--- src/rtl/rxring_pkg.sv ---
package rxring_pkg;
    localparam int PAGE_OFS_W = 8;

    typedef enum logic [1:0] {
        S_IDLE = 2'd0,
        S_DATA = 2'd1,
        S_PAD  = 2'd2,
        S_HDR  = 2'd3
    } rx_st_e;
endpackage

--- src/rtl/rxring_space.sv ---
module rxring_space #(
    parameter int PG_W  = 8,
    parameter int OFS_W = 8,
    parameter int NEED  = 1518
) (
    input  logic [PG_W-1:0] first_pg,
    input  logic [PG_W-1:0] end_pg,
    input  logic [PG_W-1:0] bnd_pg,
    input  logic [PG_W-1:0] cur_pg,
    output logic            room_ok
);
    localparam int AV_W = PG_W + 1 + OFS_W;

    logic [PG_W:0] ring_pg;
    logic [PG_W:0] ahead_pg;
    logic [PG_W:0] avail_pg;

    always_comb begin
        ring_pg  = {1'b0, end_pg} - {1'b0, first_pg};
        ahead_pg = {1'b0, cur_pg} - {1'b0, bnd_pg};
        if (cur_pg < bnd_pg)
            avail_pg = {1'b0, bnd_pg} - {1'b0, cur_pg};
        else
            avail_pg = ring_pg - ahead_pg;
        room_ok = ({avail_pg, {OFS_W{1'b0}}} >= AV_W'(NEED));
    end
endmodule

--- src/rtl/rxring_nextpg.sv ---
module rxring_nextpg #(
    parameter int PG_W      = 8,
    parameter int LEN_W     = 11,
    parameter int OFS_W     = 8,
    parameter int CRC_BYTES = 4
) (
    input  logic [PG_W-1:0]  cur_pg,
    input  logic [PG_W-1:0]  first_pg,
    input  logic [PG_W-1:0]  end_pg,
    input  logic [LEN_W-1:0] tot_len,
    output logic [PG_W-1:0]  next_pg
);
    localparam int SUM_W = LEN_W + 1;

    logic [SUM_W-1:0] rounded;
    logic [PG_W:0]    raw;
    logic [PG_W:0]    folded;

    always_comb begin
        rounded = {1'b0, tot_len} + SUM_W'(CRC_BYTES + (1 << OFS_W) - 1);
        raw     = {1'b0, cur_pg} + (PG_W+1)'(rounded >> OFS_W);
        if (raw >= {1'b0, end_pg})
            folded = raw - ({1'b0, end_pg} - {1'b0, first_pg});
        else
            folded = raw;
        next_pg = folded[PG_W-1:0];
    end
endmodule

--- src/rtl/rxring_addr_step.sv ---
module rxring_addr_step #(
    parameter int PG_W  = 8,
    parameter int OFS_W = 8
) (
    input  logic [PG_W+OFS_W-1:0] addr,
    input  logic [PG_W-1:0]       first_pg,
    input  logic [PG_W-1:0]       end_pg,
    output logic [PG_W+OFS_W-1:0] addr_nxt
);
    logic [PG_W+OFS_W-1:0] inc;

    always_comb begin
        inc = addr + 1'b1;
        if (inc == {end_pg, {OFS_W{1'b0}}})
            addr_nxt = {first_pg, {OFS_W{1'b0}}};
        else
            addr_nxt = inc;
    end
endmodule

--- src/rtl/rxring_writer.sv ---
module rxring_writer
    import rxring_pkg::*;
#(
    parameter int PG_W      = 8,
    parameter int LEN_W     = 11,
    parameter int MAX_FRAME = 1514,
    parameter int MIN_FRAME = 60,
    parameter int HDR_BYTES = 4
) (
    input  logic                     clk,
    input  logic                     rst_n,
    input  logic                     stop_cmd,
    input  logic [PG_W-1:0]          ring_first_pg,
    input  logic [PG_W-1:0]          ring_end_pg,
    input  logic [PG_W-1:0]          host_bnd_pg,
    input  logic                     cur_wr,
    input  logic [PG_W-1:0]          cur_wdata,
    input  logic                     rx_flag_clr,
    input  logic                     sof_valid,
    input  logic [LEN_W-1:0]         sof_len,
    output logic                     sof_ready,
    input  logic                     byte_valid,
    input  logic [7:0]               byte_data,
    output logic                     byte_ready,
    output logic                     mem_we,
    output logic [PG_W+PAGE_OFS_W-1:0] mem_addr,
    output logic [7:0]               mem_wdata,
    output logic [PG_W-1:0]          cur_pg,
    output logic                     rx_flag
);
    localparam int OFS_W  = PAGE_OFS_W;
    localparam int ADDR_W = PG_W + OFS_W;
    localparam int HIDX_W = $clog2(HDR_BYTES);
    localparam int NEED   = MAX_FRAME + HDR_BYTES;

    typedef struct packed {
        rx_st_e              st;
        logic [ADDR_W-1:0]   addr;
        logic [LEN_W-1:0]    cnt;
        logic [LEN_W-1:0]    len;
        logic [LEN_W-1:0]    tot;
        logic [PG_W-1:0]     nxt;
        logic [PG_W-1:0]     base;
        logic                mc;
        logic [HIDX_W-1:0]   hidx;
        logic                we;
        logic [ADDR_W-1:0]   waddr;
        logic [7:0]          wdata;
        logic [PG_W-1:0]     cur;
        logic                flag;
    } wr_state_t;

    wr_state_t st_d, st_q;

    logic              room_ok;
    logic [LEN_W-1:0]  pad_len_w;
    logic [LEN_W-1:0]  tot_w;
    logic [PG_W-1:0]   nxt_w;
    logic [ADDR_W-1:0] addr_step_w;

    assign pad_len_w = (sof_len < LEN_W'(MIN_FRAME)) ? LEN_W'(MIN_FRAME) : sof_len;
    assign tot_w     = pad_len_w + LEN_W'(HDR_BYTES);

    rxring_space #(.PG_W(PG_W), .OFS_W(OFS_W), .NEED(NEED)) u_space (
        .first_pg (ring_first_pg),
        .end_pg   (ring_end_pg),
        .bnd_pg   (host_bnd_pg),
        .cur_pg   (st_q.cur),
        .room_ok  (room_ok)
    );

    rxring_nextpg #(.PG_W(PG_W), .LEN_W(LEN_W), .OFS_W(OFS_W), .CRC_BYTES(4)) u_nextpg (
        .cur_pg   (st_q.cur),
        .first_pg (ring_first_pg),
        .end_pg   (ring_end_pg),
        .tot_len  (tot_w),
        .next_pg  (nxt_w)
    );

    rxring_addr_step #(.PG_W(PG_W), .OFS_W(OFS_W)) u_step (
        .addr     (st_q.addr),
        .first_pg (ring_first_pg),
        .end_pg   (ring_end_pg),
        .addr_nxt (addr_step_w)
    );

    assign sof_ready  = (st_q.st == S_IDLE) && !stop_cmd && room_ok;
    assign byte_ready = (st_q.st == S_DATA);

    always_comb begin
        st_d    = st_q;
        st_d.we = 1'b0;
        if (rx_flag_clr) st_d.flag = 1'b0;
        if (cur_wr)      st_d.cur  = cur_wdata;
        unique case (st_q.st)
            S_IDLE: begin
                if (sof_valid && sof_ready) begin
                    st_d.len  = sof_len;
                    st_d.tot  = tot_w;
                    st_d.nxt  = nxt_w;
                    st_d.base = st_q.cur;
                    st_d.addr = {st_q.cur, {OFS_W{1'b0}}} + ADDR_W'(HDR_BYTES);
                    st_d.cnt  = '0;
                    st_d.mc   = 1'b0;
                    st_d.st   = (sof_len == '0) ? S_PAD : S_DATA;
                end
            end
            S_DATA: begin
                if (byte_valid) begin
                    st_d.we    = 1'b1;
                    st_d.waddr = st_q.addr;
                    st_d.wdata = byte_data;
                    st_d.addr  = addr_step_w;
                    st_d.cnt   = st_q.cnt + 1'b1;
                    if (st_q.cnt == '0) st_d.mc = byte_data[0];
                    if ((st_q.cnt + 1'b1) == st_q.len) begin
                        st_d.st   = (st_q.len < LEN_W'(MIN_FRAME)) ? S_PAD : S_HDR;
                        st_d.hidx = '0;
                    end
                end
            end
            S_PAD: begin
                st_d.we    = 1'b1;
                st_d.waddr = st_q.addr;
                st_d.wdata = 8'h00;
                st_d.addr  = addr_step_w;
                st_d.cnt   = st_q.cnt + 1'b1;
                if ((st_q.cnt + 1'b1) >= LEN_W'(MIN_FRAME)) begin
                    st_d.st   = S_HDR;
                    st_d.hidx = '0;
                end
            end
            S_HDR: begin
                st_d.we    = 1'b1;
                st_d.waddr = {st_q.base, {OFS_W{1'b0}}} + ADDR_W'(st_q.hidx);
                case (st_q.hidx)
                    HIDX_W'(0): st_d.wdata = 8'h01 | {2'b00, st_q.mc, 5'b00000};
                    HIDX_W'(1): st_d.wdata = 8'(st_q.nxt);
                    HIDX_W'(2): st_d.wdata = st_q.tot[7:0];
                    default:    st_d.wdata = 8'(st_q.tot >> 8);
                endcase
                st_d.hidx = st_q.hidx + 1'b1;
                if (st_q.hidx == HIDX_W'(HDR_BYTES - 1)) begin
                    st_d.cur  = st_q.nxt;
                    st_d.flag = 1'b1;
                    st_d.st   = S_IDLE;
                end
            end
            default: st_d.st = S_IDLE;
        endcase
    end

    always_ff @(posedge clk or negedge rst_n) begin
        if (!rst_n) st_q <= '0;
        else        st_q <= st_d;
    end

    assign mem_we    = st_q.we;
    assign mem_addr  = st_q.waddr;
    assign mem_wdata = st_q.wdata;
    assign cur_pg    = st_q.cur;
    assign rx_flag   = st_q.flag;
endmodule

--- config.mk ---
export PLATFORM = sky130hd
export DESIGN_NAME = rxring_writer
export DESIGN_NICKNAME = d
export VERILOG_FILES = /design/src/rtl/rxring_pkg.sv /design/src/rtl/rxring_space.sv /design/src/rtl/rxring_nextpg.sv /design/src/rtl/rxring_addr_step.sv /design/src/rtl/rxring_writer.sv
export SDC_FILE = /design/constraint.sdc
export NUM_CORES = 1
export LEC_CHECK = 0
export BUFFER_PORTS_ARGS = -buffer_cell sky130_fd_sc_hd__buf_4
export CAP_MARGIN = 20
export CELL_PAD_IN_SITES_DETAIL_PLACEMENT = 1
export CELL_PAD_IN_SITES_GLOBAL_PLACEMENT = 1
export CORE_ASPECT_RATIO = 1.4
export CORE_MARGIN = 4
export CORE_UTILIZATION = 41
export DETAILED_ROUTE_END_ITERATION = 7
export PLACE_DENSITY = 0.78
export SYNTH_ARGS = -nofsm -noshare
export SYNTH_HDL_FRONTEND = slang
export SYNTH_HIERARCHICAL = 1
export SYNTH_SLANG_ARGS = --single-unit
export TNS_END_PERCENT = 5
--- constraint.sdc ---
create_clock -name clk -period 4.5 [get_ports clk]
set_input_delay 0.9 -clock clk [delete_from_list [all_inputs] [get_ports clk]]
set_output_delay 0.9 -clock clk [all_outputs]
set_load 0.01 [all_outputs]
# Word-level counts from Yosys, hierarchy flattened

Cells that the tools add are included.

Add/sub/neg operators: 13
Multipliers: 0
Div/mod/pow operators: 0
$lt $le $gt $ge: 6
Equal/unequal tests: 14
Shifts and indexed selects: 0
Muxes and demuxes: 24
Bitwise logic cells: 0
Reduce and logical (&&, ||, !) cells: 17

Operator list:

| operator                | count |
|---|---|
| $pmux W27 S3            | 2 |
| $mux W68                | 1 |
| $mux W29                | 1 |
| $mux W28                | 1 |
| $mux W9                 | 3 |
| $sub A8 B8 Y9           | 3 |
| $pmux W8 S3             | 1 |
| $logic_not A11 Y1       | 2 |
| $lt A11 B6 Y1 const B   | 2 |
| $ge A17 B11 Y1 const B  | 1 |
| $add A16 B1 Y16 const B | 1 |
| $add A16 B2 Y16         | 1 |
| $add A16 B3 Y16 const B | 1 |
| $eq A16 B16 Y1          | 1 |
| $mux W16                | 1 |
| $mux W8                 | 2 |
| $add A11 B9 Y12 const B | 1 |
| $mux W2                 | 6 |
| $add A11 B1 Y11 const B | 1 |
| $add A11 B3 Y11 const B | 1 |
| $eq A11 B11 Y1          | 1 |
| $ge A11 B6 Y1 const B   | 1 |
| $mux W11                | 1 |
| $add A8 B4 Y9           | 1 |
| other kinds (21)        | 37 |

Bits in registers: 104
Latch bits: 0
Memory bits (writable): 0
ROM bits: 0
Output and inout port bits: 36
Word-level logic and storage cells: 88
Memories kept: 0

# Logic depth before layout (Yosys ltp)

Gate-level depths: netlist (run 1).

Depth after elaboration: 9
Gate-level depth with buffers: 28

# Cells and area by module

The synthesis (run 1) kept the hierarchy.

By module, submodules not included:

| module           | times used | cells each | area each (um2) | seq. area each (um2) |
|---|---|---|---|---|
| rxring_writer    | 1          | 624        | 5586.6          | 2602.5 |
| rxring_space     | 1          | 144        | 1193.6          | 0.0 |
| rxring_nextpg    | 1          | 137        | 1056.0          | 0.0 |
| rxring_addr_step | 1          | 90         | 738.2           | 0.0 |

# Least setup slack after synthesis (run 1)

Ideal clock, no wire load.

Kind: input-to-reg
From: in sof_len[9]
To: reg st_q[52] in the netlist's numbering
Arrival: 5.416 ns
Setup slack: -1.033 ns
Cell stages on the path: 28
Path buffers: 0
Path through: or4_1 -> nor2_2 -> or2_2 -> ha_1 -> o21ai_1 -> xnor2_1 -> nand4_1 -> nor2_1 -> nor2_1 -> xnor2_1 -> ha_1 -> a21o_1 -> a21o_1 -> a21oi_1 -> nor2b_1 -> xor2_1 -> inv_1 -> fa_1 -> inv_1 -> ha_1 -> o21ai_0 -> a21oi_1 -> nand2_1 -> xnor2_1 -> nor2_1 -> xor2_1 -> nand2_1 -> nand2_1

Word-level cells in the longest chain between the ends: 7
Elaborated cells on any way between the ends: 8
Those cells by class: add/sub (4); order compare (2); mux (2)

Ends and longest elaborated chain:

| element                                              | RTL line                                 | text |
|---|---|---|
| start: declaration                                   | rxring_writer.sv:20                      | `input logic [LEN_W-1:0] sof_len,` |
| $lt A11 B6 Y1 (*)                                    | rxring_writer.sv:61                      | `assign pad_len_w = (sof_len < LEN_W'(MIN_FRAME)) ? LEN_W'(MIN_FRAME) : sof_len;` |
| $mux W11 (*)                                         | rxring_writer.sv:61                      |  |
| $add A11 B3 Y11 (*)                                  | rxring_writer.sv:62                      | `assign tot_w = pad_len_w + LEN_W'(HDR_BYTES);` |
| named net tot_w[6]                                   | rxring_writer.sv:57                      | `logic [LEN_W-1:0] tot_w;` |
| $add A11 B9 Y12 (*)                                  | rxring_nextpg.sv:20                      | `rounded = {1'b0, tot_len} + SUM_W'(CRC_BYTES + (1 << OFS_W) - 1);` |
| $add A8 B4 Y9 (*)                                    | rxring_nextpg.sv:21                      | `raw = {1'b0, cur_pg} + (PG_W+1)'(rounded >> OFS_W);` |
| $sub A8 B8 Y8 / $ge A9 B8 Y1 (equally long branches) | rxring_nextpg.sv:23, rxring_nextpg.sv:22 |  |
| $mux W8 (*)                                          | rxring_nextpg.sv:22                      | `if (raw >= {1'b0, end_pg})` |
| named net nxt_w[7]                                   | rxring_writer.sv:58                      | `logic [PG_W-1:0] nxt_w;` |
| end signal: assignment                               | rxring_writer.sv:155                     | `else st_q <= st_d;` |
| end: declaration                                     | rxring_writer.sv:53                      | `wr_state_t st_d, st_q;` |

The timed path passes the listed nets; every way through them passes the cells marked *.
A chain may end at the register's enable or synchronous reset.

# Worst setup path in the final report (run 1)

From: in sof_len[6]
To: reg st_q[52] in the netlist's numbering

Word-level cells in the longest chain between the ends: 7
Elaborated cells on any way between the ends: 8
Those cells by class: add/sub (4); order compare (2); mux (2)

Ends and longest elaborated chain:

| element                                              | RTL line |
|---|---|
| $lt A11 B6 Y1                                        | rxring_writer.sv:61 |
| $mux W11 (*)                                         | rxring_writer.sv:61 |
| $add A11 B3 Y11 (*)                                  | rxring_writer.sv:62 |
| named net tot_w[6]                                   | rxring_writer.sv:57 |
| $add A11 B9 Y12 (*)                                  | rxring_nextpg.sv:20 |
| $add A8 B4 Y9 (*)                                    | rxring_nextpg.sv:21 |
| $sub A8 B8 Y8 / $ge A9 B8 Y1 (equally long branches) | rxring_nextpg.sv:23, rxring_nextpg.sv:22 |
| $mux W8 (*)                                          | rxring_nextpg.sv:22 |
| named net nxt_w[7]                                   | rxring_writer.sv:58 |

Marked as above.

==> results of run 1 <==
[tightest hold or removal path: cells and delay by family, from the launching register on]
kind / cells / cell delay [ns]
flops: 1 / 0.34
simple gates: 2 / 0.11
[path summary, 6_finish.rpt]
| kind | slack (ns) | end |
|---|---|---|
| max | -0.97 | st_q[52] |
| min | 0.48 | st_q[40] |
| max reg2reg | 0.08 | st_q[83] |
| min reg2reg | 0.48 | st_q[40] |
| max in group asynchronous | 3.03 | st_q[75] |
| min in group asynchronous | 0.64 | st_q[57] |
[per-layer routing]
metal  wire length (um)  part of all wire [%]  vias to the layer above
met3                881                   3.1                       82
li1                   -                     -                     3655
met1              11100                    39                     3842
met5                  0                     0                        -
met4               1350                   4.8                        0
met2              14900                    53                      167
[layout make-up]
cell class | instances | area [um^2] | share of cell area, %
sequential | 104 | 2600 | 24.3
tap | 256 | 320 | 2.99
clock buffer | 10 | 229 | 2.14
multi-input combinational | 723 | 5490 | 51.2
clock inverter | 6 | 56.3 | 0.526
inverter | 93 | 349 | 3.26
timing repair buffer | 215 | 1670 | 15.6
[synthesized netlist by cell type, drive strengths merged, types with 7 or more instances]
master  instances  share of area [%]
nand3          23                1.8
xnor2          42                4.3
a21oi          36                2.2
nor2           54                2.4
a22o           17                1.7
nor4            7               0.86
a211oi          9               0.96
inv            93                4.1
buf            47                4.0
mux2i          14                1.6
xor2           29                3.1
ha             48                7.0
nand4          11               0.88
nor3           17                1.2
clkbuf         28                1.3
mux2           13                1.8
o21ai          63                3.7
dfrtp         104                 30
and2            7               0.51
a21o           10               0.88
nor2b           7               0.60
and3           21                1.7
nand2         180                7.9
fa             25                5.8
a221o          11                1.3
nand2b          7               0.51
[registers in the layout (all words and copies together), names as in the netlist]
register,cells
st_q,70
mem_addr,16
cur_pg,8
mem_wdata,8
mem_we,1
rx_flag,1
[stage by stage]
step	setup TNS, ns	hold slack, ns	worst slack (ns)	utilization (%)	instances
detailed placement	-35.91	0.457	-1.36	48.5	1371
CTS	-8.19	0.475	-0.824	51.4	1404
finish	-7.41	0.476	-0.974	52.1	1407
floorplan	-13.53	0.438	-0.862	-	995
global placement	-29.44	0.450	-1.12	48.5	1371
global route	-10.52	0.504	-1.16	52.1	1407
[where the power goes]
part / switching, uW / internal (uW) / total [uW]
Combinational: 1420 / 1230 / 2650
Clock: 385 / 385 / 770
Sequential: 302 / 1200 / 1510
Total: 2110 / 2820 / 4920
[repair_timing]
action / in CTS / in global routing
pin swaps: 30 / 10
endpoints found under the setup margin: 40 / 61
setup buffers: 16 / 3
gates cloned: 1 / 0
hold buffers: 0 / 0
resized for setup: 43 / 28
[cell families after synthesis]
family                     count (synthesis)
and+or+nand+nor                          355
AOI/OAI and AO/OA                        196
buffers and inverters                    168
DFF                                      104
adders and majority gates                 73
xor gates and xnor gates                  72
muxes                                     27
==> qor.txt, run 1 <==
Synth Warn #: 6
Width of the chip: 130 um
Synth Area per Inst: 8.62 um^2
Starting DRT DRC Count: 371
CTS HTree Levels: 3
Vias: 7,746
Period utilization: 122%
Syn Inst Count: 995
Critical Path Fanout Max: 5
Critical Path Source: sof_len[6]
Cell variety after synth: 81
Worst path max stage delay: 0.54 ns
Hold path start: st_q[40]
Largest net degree at the start of global routing: 66
Routing usage on met1: 28.7%
Data arrival, critical path: 5.72 ns
Ports: 94
Vias/cell: 5.51
Largest family of logic cells by synthesized area: simple AND/OR/NAND/NOR gates
Xor/xnor share of the synthesized area: 7.69%
Synthesized net count: 1,126
Power, Total: 4920 uW
First-pass GRT wire length: 45,100 um
Design area: 10,700 um^2
Hold Path Stages: 2
Per-cell routed wire length: 20.0 um
CTS Buffer Depth: 2
FMAX: 183 MHz
Slew Viols, Final: 0
Static leakage: 0.00526 uW
GR Util met2: 46.1%
Grt peak-use layer: met2
GRT Overall Usage: 25.0%
Clock skew: 0.0119 ns
Router iterations before antenna repair: 4
Placement Cell Area: 9970 um^2
Number of global-route vias before repair: 8,496
Initial antenna violation count: 0
Top_reg_cell synth: dfrtp_1
Post-synth EDFFs: 0
CP endpoint kind: flip-flop
GP Congestion: 0.904
I/O Buffers: 93
Max-cap violation count: 0
Worst setup margin: -0.974 ns
FP Rows: 62
Worst-skew pair later-pin latency: 0.36 ns
Commonest non-fill, non-tap cell in the layout: buf_4
Stages on worst setup path: 29
Share of synthesized registers carrying an async set or reset: 100%
Compound-Gate Fraction of Synth Area: 16.2%
Post-synthesis cell area: 8570 um^2
Status: finished with violations
# fillers: 2,442
Top delay family on crit path: simple AND/OR/NAND/NOR gates
Min Clock Period, post-route: 5.47 ns
FF-to-FF path depth: 20
Failing checks: negative setup slack
Remaining DRCs: 0
CTS sink cnt: 104
Post-synthesis mux area share: 3.43%
Buf/Inv on CP: 4
Worst Hold Class: flip-flop to flip-flop
Antenna diodes: 0
Register area share after synthesis: 30.4%
Share of layout cells above drive strength 1: 28.6%
Post-Synth Adder-Cell Area: 12.8%
Max stage delay cell, worst path: or4_4
Unrepaired setup endpoints after global routing: true
Worst EP required: 4.75 ns
Gr ovfl total: 0
Slew headroom: 37.3%
GRT met3 Usage: 2.59%
CP Class: input port to flip-flop
Pwr/cell area: 460 nW/um^2
Simple-gate area share of the yosys netlist: 20.1%
Fin. Hold Viols: 0
Total wire length: 28,200 um
Die height: 179 um
Core area: 20,600 um^2
CTS tree: yes
R2R Path Start: cur_pg[0]
Peak supply drop: 0.238 mV
CTS root buf: clkbuf_16
Die area: 23,300 um^2
Layout Nets: 1,277
Total CTS buffers: 9
Commonest non-fill, non-tap cells in the layout: buf_4 (204), nand2_1 (178), dfrtp_1 (104), inv_1 (89), o21ai_0 (49)
Area Growth Syn to Fin: 25.0%
Slew @ Worst Pin: 0.937 ns
Clock transition at path regs: 0.07 ns
Final setup fails: 10
Starting density of the core: 41.7%
FF+latch count, synth: 104
Final ANT Viol Nets: 0
Hpwl dp: 21,500 um
CP startpoint kind: input port
Power figures use the tool's default switching activity.
==> run 2: changes to the inputs <==
--- a/config.mk
+++ b/config.mk
@@ -8,10 +8,10 @@
 export BUFFER_PORTS_ARGS = -buffer_cell sky130_fd_sc_hd__buf_4
 export CAP_MARGIN = 20
 export CELL_PAD_IN_SITES_DETAIL_PLACEMENT = 1
-export CELL_PAD_IN_SITES_GLOBAL_PLACEMENT = 1
+export CELL_PAD_IN_SITES_GLOBAL_PLACEMENT = 2
 export CORE_ASPECT_RATIO = 1.4
 export CORE_MARGIN = 4
-export CORE_UTILIZATION = 41
+export CORE_UTILIZATION = 33
 export DETAILED_ROUTE_END_ITERATION = 7
 export PLACE_DENSITY = 0.78
 export SYNTH_ARGS = -nofsm -noshare
==> constraint.sdc (replaced) <==
create_clock -name clk -period 4.5 [get_ports clk]
set_input_delay 0.45 -clock clk [delete_from_list [all_inputs] [get_ports clk]]
set_output_delay 0.45 -clock clk [all_outputs]
set_load 0.01 [all_outputs]
==> run 2 against run 1 <==
The flow still finishes with violations (negative setup slack). Sequential share of layout area grew 0.32 points. Utilization decreased by 11 points. Power down 2.4%. Sequential cell count stayed put. Maximum frequency grew 8.8%. Die area up 23%. Worst setup slack improved by 0.44 ns. Critical path type unchanged.
==> qor.txt, run 2 (synthesis gave the netlist of run 1 again) <==
Status: finished with violations
Failing checks: negative setup slack
Antenna diodes: 0
Commonest non-fill, non-tap cell in the layout: buf_4
Static leakage: 0.00513 uW
Slew Viols, Final: 0
Gr ovfl total: 0
CTS HTree Levels: 3
Share of layout cells above drive strength 1: 26.2%
Die area: 28,700 um^2
Hpwl dp: 22,100 um
Clock skew: 0.0156 ns
Starting DRT DRC Count: 262
Total wire length: 28,200 um
Critical Path Fanout Max: 5
Largest net degree at the start of global routing: 56
CP startpoint kind: input port
Layout Nets: 1,259
Period utilization: 112%
Post-Place Setup Slack: -0.891 ns
CP Class: input port to flip-flop
Power, Total: 4810 uW
Fin. Hold Viols: 0
GP Congestion: 0.862
FP Rows: 69
CTS tree: yes
Max reg flops: 70
Footprint of the multi-input gates: 5430 um^2
CTS root buf: clkbuf_16
Min Clock Period, post-route: 5.03 ns
Slew @ Worst Pin: 0.874 ns
Worst-skew pair later-pin latency: 0.37 ns
Vias: 7,482
Number of global-route vias before repair: 8,087
GRT Overall Usage: 19.9%
Slew headroom: 41.5%
Commonest non-fill, non-tap cells in the layout: buf_4 (190), nand2_1 (180), dfrtp_1 (103), inv_1 (90)
Clock transition at path regs: 0.08 ns
Unrepaired setup endpoints after global routing: true
CP endpoint kind: flip-flop
CTS Buffer Depth: 2
Final setup fails: 9
Worst setup margin: -0.531 ns
Per-cell routed wire length: 19.4 um
Ports: 94
Pwr/cell area: 454 nW/um^2
Core area: 25,500 um^2
I/O Buffers: 93
Total CTS buffers: 9
Worst EP required: 4.75 ns
Final ANT Viol Nets: 0
FF/Latch Area: 2600 um^2
Max-cap violation count: 0
CTS sink cnt: 104
Largest Register: st_q
# fillers: 3,008
First-pass GRT wire length: 44,200 um
FMAX: 199 MHz
Starting density of the core: 33.7%
Vias/cell: 5.15
Width of the chip: 144 um
Router iterations before antenna repair: 4
Data arrival, critical path: 5.28 ns
Area Growth Syn to Fin: 23.4%
Remaining DRCs: 0
Worst Hold Class: input port to async pin
Initial antenna violation count: 0
Peak supply drop: 0.207 mV
Die height: 199 um
==> run 2: cell count changes in the layout (fill, tap and decap cells not counted), sizes merged <==
cell	delta
clkinvlp	+1
clkinv	-2
buf	-18
clkbuf	+1
==> run 2: worst paths after layout <==
check	slack [ns]	depth (start not counted)	to	start
worst max register to register	0	20	st_q[83]	cur_pg[0]
max in group asynchronous	3.47	2	mem_addr[1]	rst_n
min in group clk	0.30	3	st_q[64]	sof_len[0]
worst min-delay path	0.15	1	mem_wdata[3]	rst_n
worst min register to register	0.47	2	st_q[40]	st_q[40]
worst max-delay path	-0.53	28	st_q[52]	sof_len[6]
==> run 2: layer usage <==
layer / vias up / part of all wire (%) / GRT usage (%)
met2: 127 / 54 / 37.1
met5: - / 0 / 0
met3: 45 / 3.1 / 2.24
met1: 3701 / 40 / 23.5
met4: 0 / 2.7 / 6.67
li1: 3609 / - / -
==> run 2: worst max-delay path, cell delays in order <==
cell and delay (ns):
buf_6 0.09, or4_4 0.53, nor2_4 0.16, or2_4 0.15
ha_4 0.14, o21ai_4 0.07, xnor2_2 0.17, nand4_1 0.18
nor2_4 0.22, buf_4 0.14, xnor2_1 0.07, ha_2 0.19
fa_2 0.35, a21o_1 0.18, a21oi_2 0.20, xor2_1 0.20
buf_4 0.14, fa_1 0.40, inv_1 0.13, ha_4 0.24
nor4_4 0.29, a21oi_2 0.05, nand2_1 0.08, xnor2_1 0.12
nor2_1 0.07, xor2_1 0.15, nand2_1 0.06, nand2_1 0.05
==> run 2: through the flow <==
| stage | util, % | cells | hold slack, ns | setup TNS (ns) | instance area [um^2] |
|---|---|---|---|---|---|
| after floorplan | - | 995 | 0.154 | -2.63 | 8620 |
| after global placement | 39.2 | 1428 | 0.449 | -11.27 | 9990 |
| after detailed placement | 39.2 | 1428 | 0.456 | -14.06 | 9990 |
| after CTS | 40.7 | 1448 | 0.175 | -2.31 | 10400 |
| after global routing | 41.5 | 1452 | 0.216 | -6.08 | 10600 |
| final | 41.5 | 1452 | 0.151 | -3.23 | 10600 |
==> run 2: repair_timing <==
| action | 4_1_cts | 5_1_grt |
|---|---|---|
| buffers inserted | 4 | 4 |
| pin swaps | 15 | 30 |
| gates cloned | 0 | 0 |
| setup endpoints to repair | 38 | 40 |
| hold buffers | 0 | 0 |
| gates resized for setup | 16 | 38 |
==> run 2: area by class of cell <==
type                            instances  area share, %
Inverter                               93           3.30
Multi-Input combinational cell        723           51.3
Timing Repair Buffer                  197           14.3
Tap cell                              319           3.77
Sequential cell                       104           24.6
Clock buffer                           11           2.29
Clock inverter                          5          0.378
==> run 2: where the power goes <==
group | internal, uW | switching [uW]
logic | 1170 | 1340
registers | 1210 | 304
clock network | 395 | 390
